## src/rtl/ucseq_pkg.sv

```systemverilog
package ucseq_pkg;
  localparam int WORD_W  = 32;
  // upper-word flag bits
  localparam int HI_IMM  = 31;
  localparam int HI_END  = 30;
  localparam int HI_DBG  = 28;
  localparam int HI_TRAP = 27;
  // status bits
  localparam int ST_W    = 16;
  localparam int ST_RUN  = 8;
  localparam int ST_DBG  = 9;
  localparam int ST_TRAP = 10;
  // enable bits
  localparam int EN_DBG  = 0;
  localparam int EN_TRAP = 1;

  typedef struct packed {
    logic imm;
    logic stop;
    logic dbg_ev;
    logic trap_ev;
  } pair_flags_t;
endpackage

```

## src/rtl/ucseq_decode.sv

```systemverilog
module ucseq_decode
  import ucseq_pkg::*;
(
  input  logic [WORD_W-1:0] instr_hi,
  input  logic [1:0]        irq_en,
  input  logic              step,
  output pair_flags_t       flags,
  output logic              lower_ok
);
  always_comb begin
    flags.imm     = instr_hi[HI_IMM];
    flags.stop    = instr_hi[HI_END];
    flags.dbg_ev  = instr_hi[HI_DBG] & irq_en[EN_DBG];
    flags.trap_ev = instr_hi[HI_TRAP] & irq_en[EN_TRAP];
    lower_ok      = step & ~instr_hi[HI_IMM];
  end
endmodule

```

## src/rtl/ucseq_pc.sv

```systemverilog
module ucseq_pc #(
  parameter int AW        = 16,
  parameter int MEM_BYTES = 16384,
  parameter int PAIR_B    = 8
) (
  input  logic          clk,
  input  logic          rst,
  input  logic          start,
  input  logic [AW-1:0] start_addr,
  input  logic          step,
  input  logic          lower_ok,
  input  logic          br_req,
  input  logic [AW-1:0] br_target,
  output logic [AW-1:0] fetch_addr,
  output logic          br_pend_d
);
  localparam logic [AW-1:0] MASK  = AW'(MEM_BYTES - 1);
  localparam logic [AW-1:0] LIMIT = AW'(MEM_BYTES);
  localparam logic [AW-1:0] INC   = AW'(PAIR_B);

  function automatic logic [AW-1:0] wrap(input logic [AW-1:0] a);
    return (a >= LIMIT) ? (a & MASK) : a;
  endfunction

  logic          br_pend;
  logic [AW-1:0] br_tgt;
  logic          br_new;

  assign br_new = lower_ok & br_req;

  always_comb begin
    br_pend_d = br_pend;
    if (start)            br_pend_d = 1'b0;
    else if (step) begin
      if (br_new)         br_pend_d = 1'b1;
      else if (br_pend)   br_pend_d = 1'b0;
    end
  end

  always_ff @(posedge clk) begin
    if (rst) begin
      fetch_addr <= '0;
      br_tgt     <= '0;
      br_pend    <= 1'b0;
    end else begin
      br_pend <= br_pend_d;
      if (start) begin
        fetch_addr <= wrap(start_addr);
      end else if (step) begin
        if (br_new) begin
          br_tgt     <= br_target;
          fetch_addr <= wrap(fetch_addr + INC);
        end else if (br_pend) begin
          fetch_addr <= wrap(br_tgt);
        end else begin
          fetch_addr <= wrap(fetch_addr + INC);
        end
      end
    end
  end

  a_r2_start_load: assert property (@(posedge clk) disable iff (rst)
    start |=> fetch_addr == wrap($past(start_addr)));
  a_r3_advance: assert property (@(posedge clk) disable iff (rst)
    (step && !start && !br_pend) |=> fetch_addr == wrap($past(fetch_addr) + INC));
  a_r4_in_range: assert property (@(posedge clk) disable iff (rst)
    fetch_addr < LIMIT);
  a_r6_delay_take: assert property (@(posedge clk) disable iff (rst)
    (step && !start && br_pend && !br_new) |=> fetch_addr == wrap($past(br_tgt)));
endmodule

```

## src/rtl/ucseq_runctl.sv

```systemverilog
module ucseq_runctl
  import ucseq_pkg::*;
(
  input  logic              clk,
  input  logic              rst,
  input  logic              start,
  input  logic              step,
  input  pair_flags_t       flags,
  input  logic              stat_clr,
  input  logic [WORD_W-1:0] instr_lo,
  output logic              run,
  output logic              busy,
  output logic              end_pend_d,
  output logic              st_dbg,
  output logic              st_trap,
  output logic              irq,
  output logic [WORD_W-1:0] imm_val
);
  logic end_pend;
  logic stop_now;

  assign stop_now = step & ~start & end_pend & ~flags.stop;

  always_comb begin
    end_pend_d = end_pend;
    if (start)              end_pend_d = 1'b0;
    else if (step) begin
      if (flags.stop)       end_pend_d = 1'b1;
      else if (end_pend)    end_pend_d = 1'b0;
    end
  end

  always_ff @(posedge clk) begin
    if (rst) begin
      run      <= 1'b0;
      busy     <= 1'b0;
      end_pend <= 1'b0;
      st_dbg   <= 1'b0;
      st_trap  <= 1'b0;
      irq      <= 1'b0;
      imm_val  <= '0;
    end else begin
      end_pend <= end_pend_d;
      if (start) begin
        run  <= 1'b1;
        busy <= 1'b1;
      end else if (stop_now) begin
        run  <= 1'b0;
        busy <= 1'b0;
      end
      if (step && flags.dbg_ev)       st_dbg <= 1'b1;
      else if (stat_clr)              st_dbg <= 1'b0;
      if (step && flags.trap_ev)      st_trap <= 1'b1;
      else if (stat_clr)              st_trap <= 1'b0;
      irq <= step & (flags.dbg_ev | flags.trap_ev);
      if (step && flags.imm)          imm_val <= instr_lo;
    end
  end

  a_r5_stop: assert property (@(posedge clk) disable iff (rst)
    (step && !start && end_pend && !flags.stop) |=> (!run && !busy));
  a_r8_irq_status: assert property (@(posedge clk) disable iff (rst)
    irq |-> (st_dbg || st_trap));
  a_r10_sticky: assert property (@(posedge clk) disable iff (rst)
    (st_dbg && !stat_clr) |=> st_dbg);
  a_r7_imm_capture: assert property (@(posedge clk) disable iff (rst)
    (step && flags.imm) |=> imm_val == $past(instr_lo));
endmodule

```

## src/rtl/ucseq_burst.sv

```systemverilog
module ucseq_burst #(
  parameter int BURST_LEN = 128
) (
  input  logic clk,
  input  logic rst,
  input  logic burst_req,
  input  logic run,
  input  logic step,
  input  logic pend_after,
  output logic active
);
  localparam int RW = $clog2(BURST_LEN + 2);
  localparam logic [RW-1:0] LEN = RW'(BURST_LEN);

  logic [RW-1:0] rem;
  logic          extra;
  logic [RW-1:0] used;

  always_ff @(posedge clk) begin
    if (rst) begin
      active <= 1'b0;
      rem    <= '0;
      extra  <= 1'b0;
      used   <= '0;
    end else if (burst_req) begin
      active <= 1'b1;
      rem    <= LEN;
      extra  <= 1'b0;
      used   <= '0;
    end else if (active) begin
      if (!run) begin
        active <= 1'b0;
      end else if (step) begin
        used <= used + 1'b1;
        if (extra) begin
          active <= 1'b0;
        end else if (rem == RW'(1)) begin
          rem <= '0;
          if (pend_after) extra  <= 1'b1;
          else            active <= 1'b0;
        end else begin
          rem <= rem - 1'b1;
        end
      end
    end
  end

  a_r11_budget: assert property (@(posedge clk) disable iff (rst)
    used <= LEN + RW'(1));
endmodule

```

## src/rtl/ucode_seq.sv

```systemverilog
module ucode_seq
  import ucseq_pkg::*;
#(
  parameter int AW        = 16,
  parameter int MEM_BYTES = 16384,
  parameter int BURST_LEN = 128
) (
  input  logic              clk,
  input  logic              rst,
  input  logic              start,
  input  logic [AW-1:0]     start_addr,
  input  logic [1:0]        ctrl_irq_en,
  input  logic              burst_req,
  input  logic              stat_clr,
  input  logic [WORD_W-1:0] instr_hi,
  input  logic [WORD_W-1:0] instr_lo,
  input  logic              br_req,
  input  logic [AW-1:0]     br_target,
  output logic [AW-1:0]     fetch_addr,
  output logic              step,
  output logic              lower_exec,
  output logic [WORD_W-1:0] imm_val,
  output logic [ST_W-1:0]   status,
  output logic              busy,
  output logic              burst_busy,
  output logic              irq
);
  pair_flags_t flags;
  logic run, br_pend_d, end_pend_d, st_dbg, st_trap;

  assign step = run & burst_busy;

  ucseq_decode u_dec (
    .instr_hi (instr_hi),
    .irq_en   (ctrl_irq_en),
    .step     (step),
    .flags    (flags),
    .lower_ok (lower_exec)
  );

  ucseq_pc #(.AW(AW), .MEM_BYTES(MEM_BYTES), .PAIR_B(8)) u_pc (
    .clk        (clk),
    .rst        (rst),
    .start      (start),
    .start_addr (start_addr),
    .step       (step),
    .lower_ok   (lower_exec),
    .br_req     (br_req),
    .br_target  (br_target),
    .fetch_addr (fetch_addr),
    .br_pend_d  (br_pend_d)
  );

  ucseq_runctl u_run (
    .clk        (clk),
    .rst        (rst),
    .start      (start),
    .step       (step),
    .flags      (flags),
    .stat_clr   (stat_clr),
    .instr_lo   (instr_lo),
    .run        (run),
    .busy       (busy),
    .end_pend_d (end_pend_d),
    .st_dbg     (st_dbg),
    .st_trap    (st_trap),
    .irq        (irq),
    .imm_val    (imm_val)
  );

  ucseq_burst #(.BURST_LEN(BURST_LEN)) u_burst (
    .clk        (clk),
    .rst        (rst),
    .burst_req  (burst_req),
    .run        (run),
    .step       (step),
    .pend_after (br_pend_d | end_pend_d),
    .active     (burst_busy)
  );

  always_comb begin
    status          = '0;
    status[ST_RUN]  = run;
    status[ST_DBG]  = st_dbg;
    status[ST_TRAP] = st_trap;
  end

  a_r7_no_lower: assert property (@(posedge clk) disable iff (rst)
    instr_hi[HI_IMM] |-> !lower_exec);
  a_r3_step_gate: assert property (@(posedge clk) disable iff (rst)
    step |-> (status[ST_RUN] && burst_busy));
endmodule

```

## config.mk

```make
export PLATFORM = sky130hd
export DESIGN_NAME = ucode_seq
export DESIGN_NICKNAME = d
export VERILOG_FILES = /design/src/rtl/ucseq_pkg.sv /design/src/rtl/ucseq_decode.sv /design/src/rtl/ucseq_pc.sv /design/src/rtl/ucseq_runctl.sv /design/src/rtl/ucseq_burst.sv /design/src/rtl/ucode_seq.sv
export SDC_FILE = /design/constraint.sdc
export NUM_CORES = 1
export LEC_CHECK = 0
export BUFFER_PORTS_ARGS = -buffer_cell sky130_fd_sc_hd__buf_2
export CAP_MARGIN = 0
export CORE_MARGIN = 2
export CORE_UTILIZATION = 40
export CTS_BUF_LIST = sky130_fd_sc_hd__clkbuf_16
export DETAILED_ROUTE_END_ITERATION = 7
export HOLD_SLACK_MARGIN = 0.1
export PLACE_DENSITY_LB_ADDON = 0.25
export SETUP_SLACK_MARGIN = 0.02
export SKIP_CTS_REPAIR_TIMING = 1
export SYNTH_ARGS = -nofsm -noshare
export SYNTH_HDL_FRONTEND = slang
export SYNTH_SLANG_ARGS = --single-unit
```

## constraint.sdc

```tcl
create_clock -name clk -period 1.89 [get_ports clk]
set_input_delay 0.2835 -clock clk [delete_from_list [all_inputs] [get_ports clk]]
set_output_delay 0.2835 -clock clk [all_outputs]
set_load 0.01 [all_outputs]
```

; After elaboration in Yosys (flattened, before gate mapping)
; Index checks and enable logic that the tools add are counted.
[word_totals]
rom_bits = 0
latch_bits = 0
mem_count = 0
ram_bits = 0
register_bits = 80
wordCells = 83
out_inout_bits = 69
inputBits = 104
[op_classes]
n_shift = 0
n_addsub = 2
n_reduce_logical = 15
magnitude_cmp = 3
n_mul = 0
div_mod_pow = 0
eq_ne = 2
n_bitwise = 15
n_mux = 33
[op_table]
columns = cell, count
row1 = 2-to-1 mux 16 bit, 7
row2 = "greater-or-equal comparator 16 x 15 -> 1 bit, second input constant", 3
row3 = 2-to-1 mux 8 bit, 6
row4 = 2-to-1 mux 1 bit, 20
row5 = "adder 16 x 4 -> 16 bit, second input constant", 1
row6 = nonzero test 2 bit, 7
row7 = bitwise AND 1 bit, 9
row8 = "== test 8 x 1 -> 1 bit, second input constant", 1
row9 = AND reduction 4 bit, 2
row10 = "subtractor 8 x 1 -> 8 bit, second input constant", 1
row11 = AND reduction 3 bit, 2
row12 = NOT 1 bit, 4
row13 = logical AND 1 bit, 3
row14 = "inequality test 2 bit, second input constant", 1
row15 = bitwise OR 1 bit, 2
row16 = OR reduction 2 bit, 1

; Logic depth before layout (Yosys ltp)
[logic_depth]
depth_word = 14
ltp_mapped = 6
mapped_depth_nobuf = 6

; Cells and area by module
; From an unflattened synthesis, not the netlist that was laid out.
[unflattened]
hier_cells = 437
area_unflattened_um2 = 4121.5
[modules_own_cells]
columns = module, area_per_inst_um2, cells_each, seq_area_each_um2, n_inst
row1 = ucseq_runctl, 1903.1, 167, 740.7, 1
row2 = ucseq_pc, 1547.7, 191, 620.6, 1
row3 = ucseq_burst, 493.0, 55, 200.2, 1
row4 = ucode_seq, 136.4, 19, 0.0, 1
row5 = ucseq_decode, 41.3, 5, 0.0, 1

; Least setup slack after synthesis
; OpenSTA, ideal clock, no wires.
[synth_path]
kind = register to register
from = register u_pc.fetch_addr[3]
to = register u_pc.fetch_addr[13]
path_slack_ns = 0.260
path_stages_with_launch = 6
required_time_ns = 1.773
setup_ns = 0.117
path_buffers = 0
arrival_ns = 1.514
synth_period_minus_slack_ns = 1.630
path_cell_list = dfxtp_1 -> ha_1 -> nand4_2 -> nor4_1 -> a41oi_1 -> a22o_1
[synth_via]
elab_chain_len = 6
[synth_rtl]
columns = element, line_no
row1 = start: declaration, ucseq_pc.sv:14  ; output logic [AW-1:0] fetch_addr,
row2 = start signal: assignment, ucseq_pc.sv:48  ; fetch_addr <= wrap(start_addr);
row3 = start signal: assignment, ucseq_pc.sv:52  ; fetch_addr <= wrap(fetch_addr + INC);
row4 = start signal: assignment, ucseq_pc.sv:54  ; fetch_addr <= wrap(br_tgt);
row5 = adder 16 x 4 -> 16 bit (*), "ucseq_pc.sv:52, ucseq_pc.sv:56"
row6 = 2-to-1 mux 16 bit (*), ucseq_pc.sv:22  ; return (a >= LIMIT) ? (a & MASK) : a;
row7 = 2-to-1 mux 16 bit, ucseq_pc.sv:53  ; end else if (br_pend) begin
row8 = 2-to-1 mux 16 bit (*), ucseq_pc.sv:50  ; if (br_new) begin
row9 = 2-to-1 mux 16 bit (*), ucseq_pc.sv:49  ; end else if (step) begin
row10 = 2-to-1 mux 16 bit (*), ucseq_pc.sv:47  ; if (start) begin
; Mark *: on every way between the ends. The rest lies on a longest branch, timed or not. The select of a mux whose other input is x is not followed.
; A chain may end at the register's enable or synchronous reset.

; Worst setup path in the final report
[layout_path]
from = register u_burst.active
to = output step
[layout_via]
elab_chain_len = 1
[layout_rtl]
columns = element, line_no
row1 = start: declaration, ucseq_burst.sv:10  ; output logic active
row2 = start signal: assignment, ucseq_burst.sv:21  ; active <= 1'b0;
row3 = start signal: assignment, ucseq_burst.sv:26  ; active <= 1'b1;
row4 = start signal: assignment, ucseq_burst.sv:32  ; active <= 1'b0;
row5 = bitwise AND 1 bit, ucode_seq.sv:31  ; assign step = run & burst_busy;
row6 = end: declaration, ucode_seq.sv:20  ; output logic step,
; No other way between the ends.

==> results.md <==
- Final Skew: between 6 and 7 ps
- Overall power: 3.641 mW
- Setup TNS: 0 ps
- FF+latch area: between 1500 and 2000 um^2
- Fin crit period: ~1800 ps
- Nets: between 600 and 700
- Max-slew violation count: 0
- Peak VDD IR: between 0.4 and 0.5 mV
- Max layer used: met4
- H-Tree Depth: 3
- Final RePlAce weighted congestion: slightly above 0.8
- Initial Utilization: about two fifths
- Via Count: 3422
- Yosys reg bits: ~80
- Rows: 34
- Post-synth top area share: between 40 and 50%
- Max cap viols: 0
- Total track usage: roughly 19%
- Worst min-delay path category: input pin to flop
- Fraction of layout cells with a size suffix above 1: a little under a third
- Root buf cell: clkbuf_16
- DRC: 0
- Slew @ Worst Pin: about 520 ps
- Die area: about 9500 um^2
- First DRT Iteration DRCs: between 150 and 200
- DP Area: around 4200 um^2
- First drt pass iteration count: 4
- Post-synth top area cell: dfxtp_1
- Post-Synthesis Cell Area: ~3500 um^2
- Chip height: approximately 100 um
- Post-route cell area: between 4000 and 5000 um^2
- Hold Slack: 164.1 ps
- Max transition margin: 64.97%
- Wire length per cell: 13.93 um
- Yosys Warn Count: 0
- Top post-synthesis cells by area: dfxtp_1, nand2_1, a21oi_1
- Metal3 WL: around 700 um
- Setup Slack @ Placement: 167.5 ps
- Maximum clock path buffer count: 2
- Vias in the first global route: about 3200
- CP Capture Type: primary output
- Synthesized instance count: 433
- Pin count of the biggest net entering global routing: 71
- Crit share post-route: a little over nine tenths
- Final WS setup: 110.1 ps
- Placed insts: roughly 650
- Most common flop cell mapped by yosys: dfxtp_1
- Finished Core Util: roughly half
- Fmax: around 560 MHz
- Final setup violating endpoints: 0
- Number of synthesized flops with an enable pin: 0
- Vias per inst: a little over 5
- Power Density: around 800 nW/um^2
- Hold Vio Cnt, Final: 0
- Antenna viol nets, final: 0
- Core area: approximately 8600 um^2
- Multi-input gate area: between 1500 and 2000 um^2
- Met1 Wirelength: 4.117 mm
- TritonCTS clock tree: built
- Unrepaired setup endpoints after global routing: no
- Post-route insts no fill: about 670
- PortBufs: 127
- Leakage: between 1.5 and 2 nW
- Seq/Total Area, Yosys: 44.56%
- Fill cells: about 860
- Number of clock sinks: 78
- Library cells used by synthesis: 56
- Clock insertion delay at the later pin of the skew report: roughly 330 ps
- Avg Cell Area, Syn: between 8 and 9 um^2
- Metal2 WL: ~4.2 mm
- Run status: completed
- Ant diodes: 0
- Critical path peak fanout: 20
- TritonCTS Buffers: 9
- CP Launch Type: flop
- Reg clk slew, reported paths: ~60 ps
- CP Data Arrival Time: around 1500 ps
- First-pass GRT wire length: about 15 mm
- P&R area growth vs syn: 26.56%
- DRT Wirelength: 9.265 mm
- Critical path required time: 1610 ps
- Die X-Extent: about 98 um
- I/O Pins: around 170
- Gr ovfl total: 0
- Crit path kind: flop to primary output
- Antenna violations before repair: 0
- Asr flop ratio synth: 0%
- Dpl hpwl: between 6 and 7 mm
## layer usage
layer	vias up	GRT usage (%)
li1	1710	-
met1	1573	24.89
met2	123	30.19
met3	16	5.468
met4	0	8.974
met5	-	0
## registers in the layout, indices dropped and copies added (netlist names)
register / flops
u_run.irq: 1
u_run.end_pend: 1
u_burst.rem: 8
u_run.run: 1
u_pc.br_tgt: 14
u_run.st_trap: 1
u_pc.fetch_addr: 16
u_pc.br_pend: 1
u_run.imm_val: 32
u_burst.active: 1
u_run.st_dbg: 1
u_burst.extra: 1
## power by group
| group | leakage [nW] | internal (mW) | switching, mW | total [mW] |
|---|---|---|---|---|
| logic | 1.15 | 0.154 | 0.202 | 0.356 |
| registers | 0.633 | 1.69 | 0.0375 | 1.72 |
| clock network | 0.130 | 0.879 | 0.682 | 1.56 |
## final timing paths
path | depth (start not counted) | slack, ps | startpoint | end
worst min-delay path | 3 | 160 | start_addr[5] | u_pc.fetch_addr[5]$_SDFFE_PP0P_
worst max-delay path | 4 | 110 | u_burst.active$_SDFF_PP0_ | step
worst max register to register | 5 | 180 | u_pc.fetch_addr[4]$_SDFFE_PP0P_ | u_pc.fetch_addr[13]$_SDFFE_PP0P_
worst min register to register | 2 | 450 | u_run.imm_val[28]$_SDFFE_PP0P_ | u_run.imm_val[28]$_SDFFE_PP0P_
## layout by cell type, fill, tap and decap left out, types with 2 or more instances in the layout
cell | Yosys | final
o21ai_1 | 2 | 2
xnor2_1 | 3 | 3
o21a_1 | 5 | 5
o31a_1 | 5 | 5
a211oi_1 | 3 | 3
nand2_1 | 93 | 93
a32oi_1 | 2 | 2
or3_1 | 2 | 2
nor4_1 | 5 | 4
ha_1 | 3 | 3
a31oi_1 | 5 | 5
clkbuf_16 | 0 | 9
o32ai_1 | 4 | 4
o21ai_0 | 18 | 18
inv_1 | 11 | 13
a21oi_1 | 59 | 59
clkinvlp_4 | 0 | 3
and3_1 | 7 | 7
nor2_1 | 24 | 24
xor2_1 | 3 | 3
o22ai_1 | 2 | 2
dfxtp_1 | 78 | 78
buf_2 | 12 | 127
buf_4 | 17 | 13
a311oi_2 | 3 | 3
conb_1 | 1 | 13
nor4_2 | 1 | 2
nor3_1 | 12 | 12
nand3_1 | 11 | 11
## final cells by class
cell class | count | area share (%)
tap | 108 | 3.047
inverter | 12 | 1.016
timing repair buffer | 141 | 16.98
clock inverter | 7 | 0.9873
multi-input combinational | 310 | 37.69
clock buffer | 9 | 5.078
sequential | 78 | 35.20
## synth_stat cells, types with 2 or more instances
| cell | number |
|---|---|
| dfxtp_1 | 78 |
| buf_6 | 4 |
| o21ai_0 | 18 |
| nor4_1 | 5 |
| o21a_1 | 5 |
| a32oi_1 | 2 |
| or3_1 | 2 |
| clkbuf_1 | 11 |
| a311oi_2 | 3 |
| nand2_1 | 93 |
| a31oi_1 | 5 |
| and3_1 | 7 |
| o21ai_1 | 2 |
| nand3_1 | 11 |
| inv_1 | 11 |
| nor2_1 | 24 |
| xnor2_1 | 3 |
| ha_1 | 3 |
| buf_4 | 17 |
| xor2_1 | 3 |
| o31a_1 | 5 |
| nor3_1 | 12 |
| o22ai_1 | 2 |
| a21oi_1 | 59 |
| o32ai_1 | 4 |
| buf_2 | 12 |
| a211oi_1 | 3 |
## critical path: stages (launching register included)
cell	delay, ps
dfxtp_1	400
buf_4	160
nand2_1	70
inv_2	320
buf_2	210
## kinds of logic after synthesis
family | share of synthesized area [%]
buffers and inverters | 9.211
adder cells (fa/ha/maj) | 1.071
multiplexers | 0.2856
flip-flops | 44.56
AO/OA/AOI/OAI | 21.31
XOR/XNOR | 1.500
other | 0.1070
AND/OR/NAND/NOR | 21.96
(Power assumes the default switching activity.)
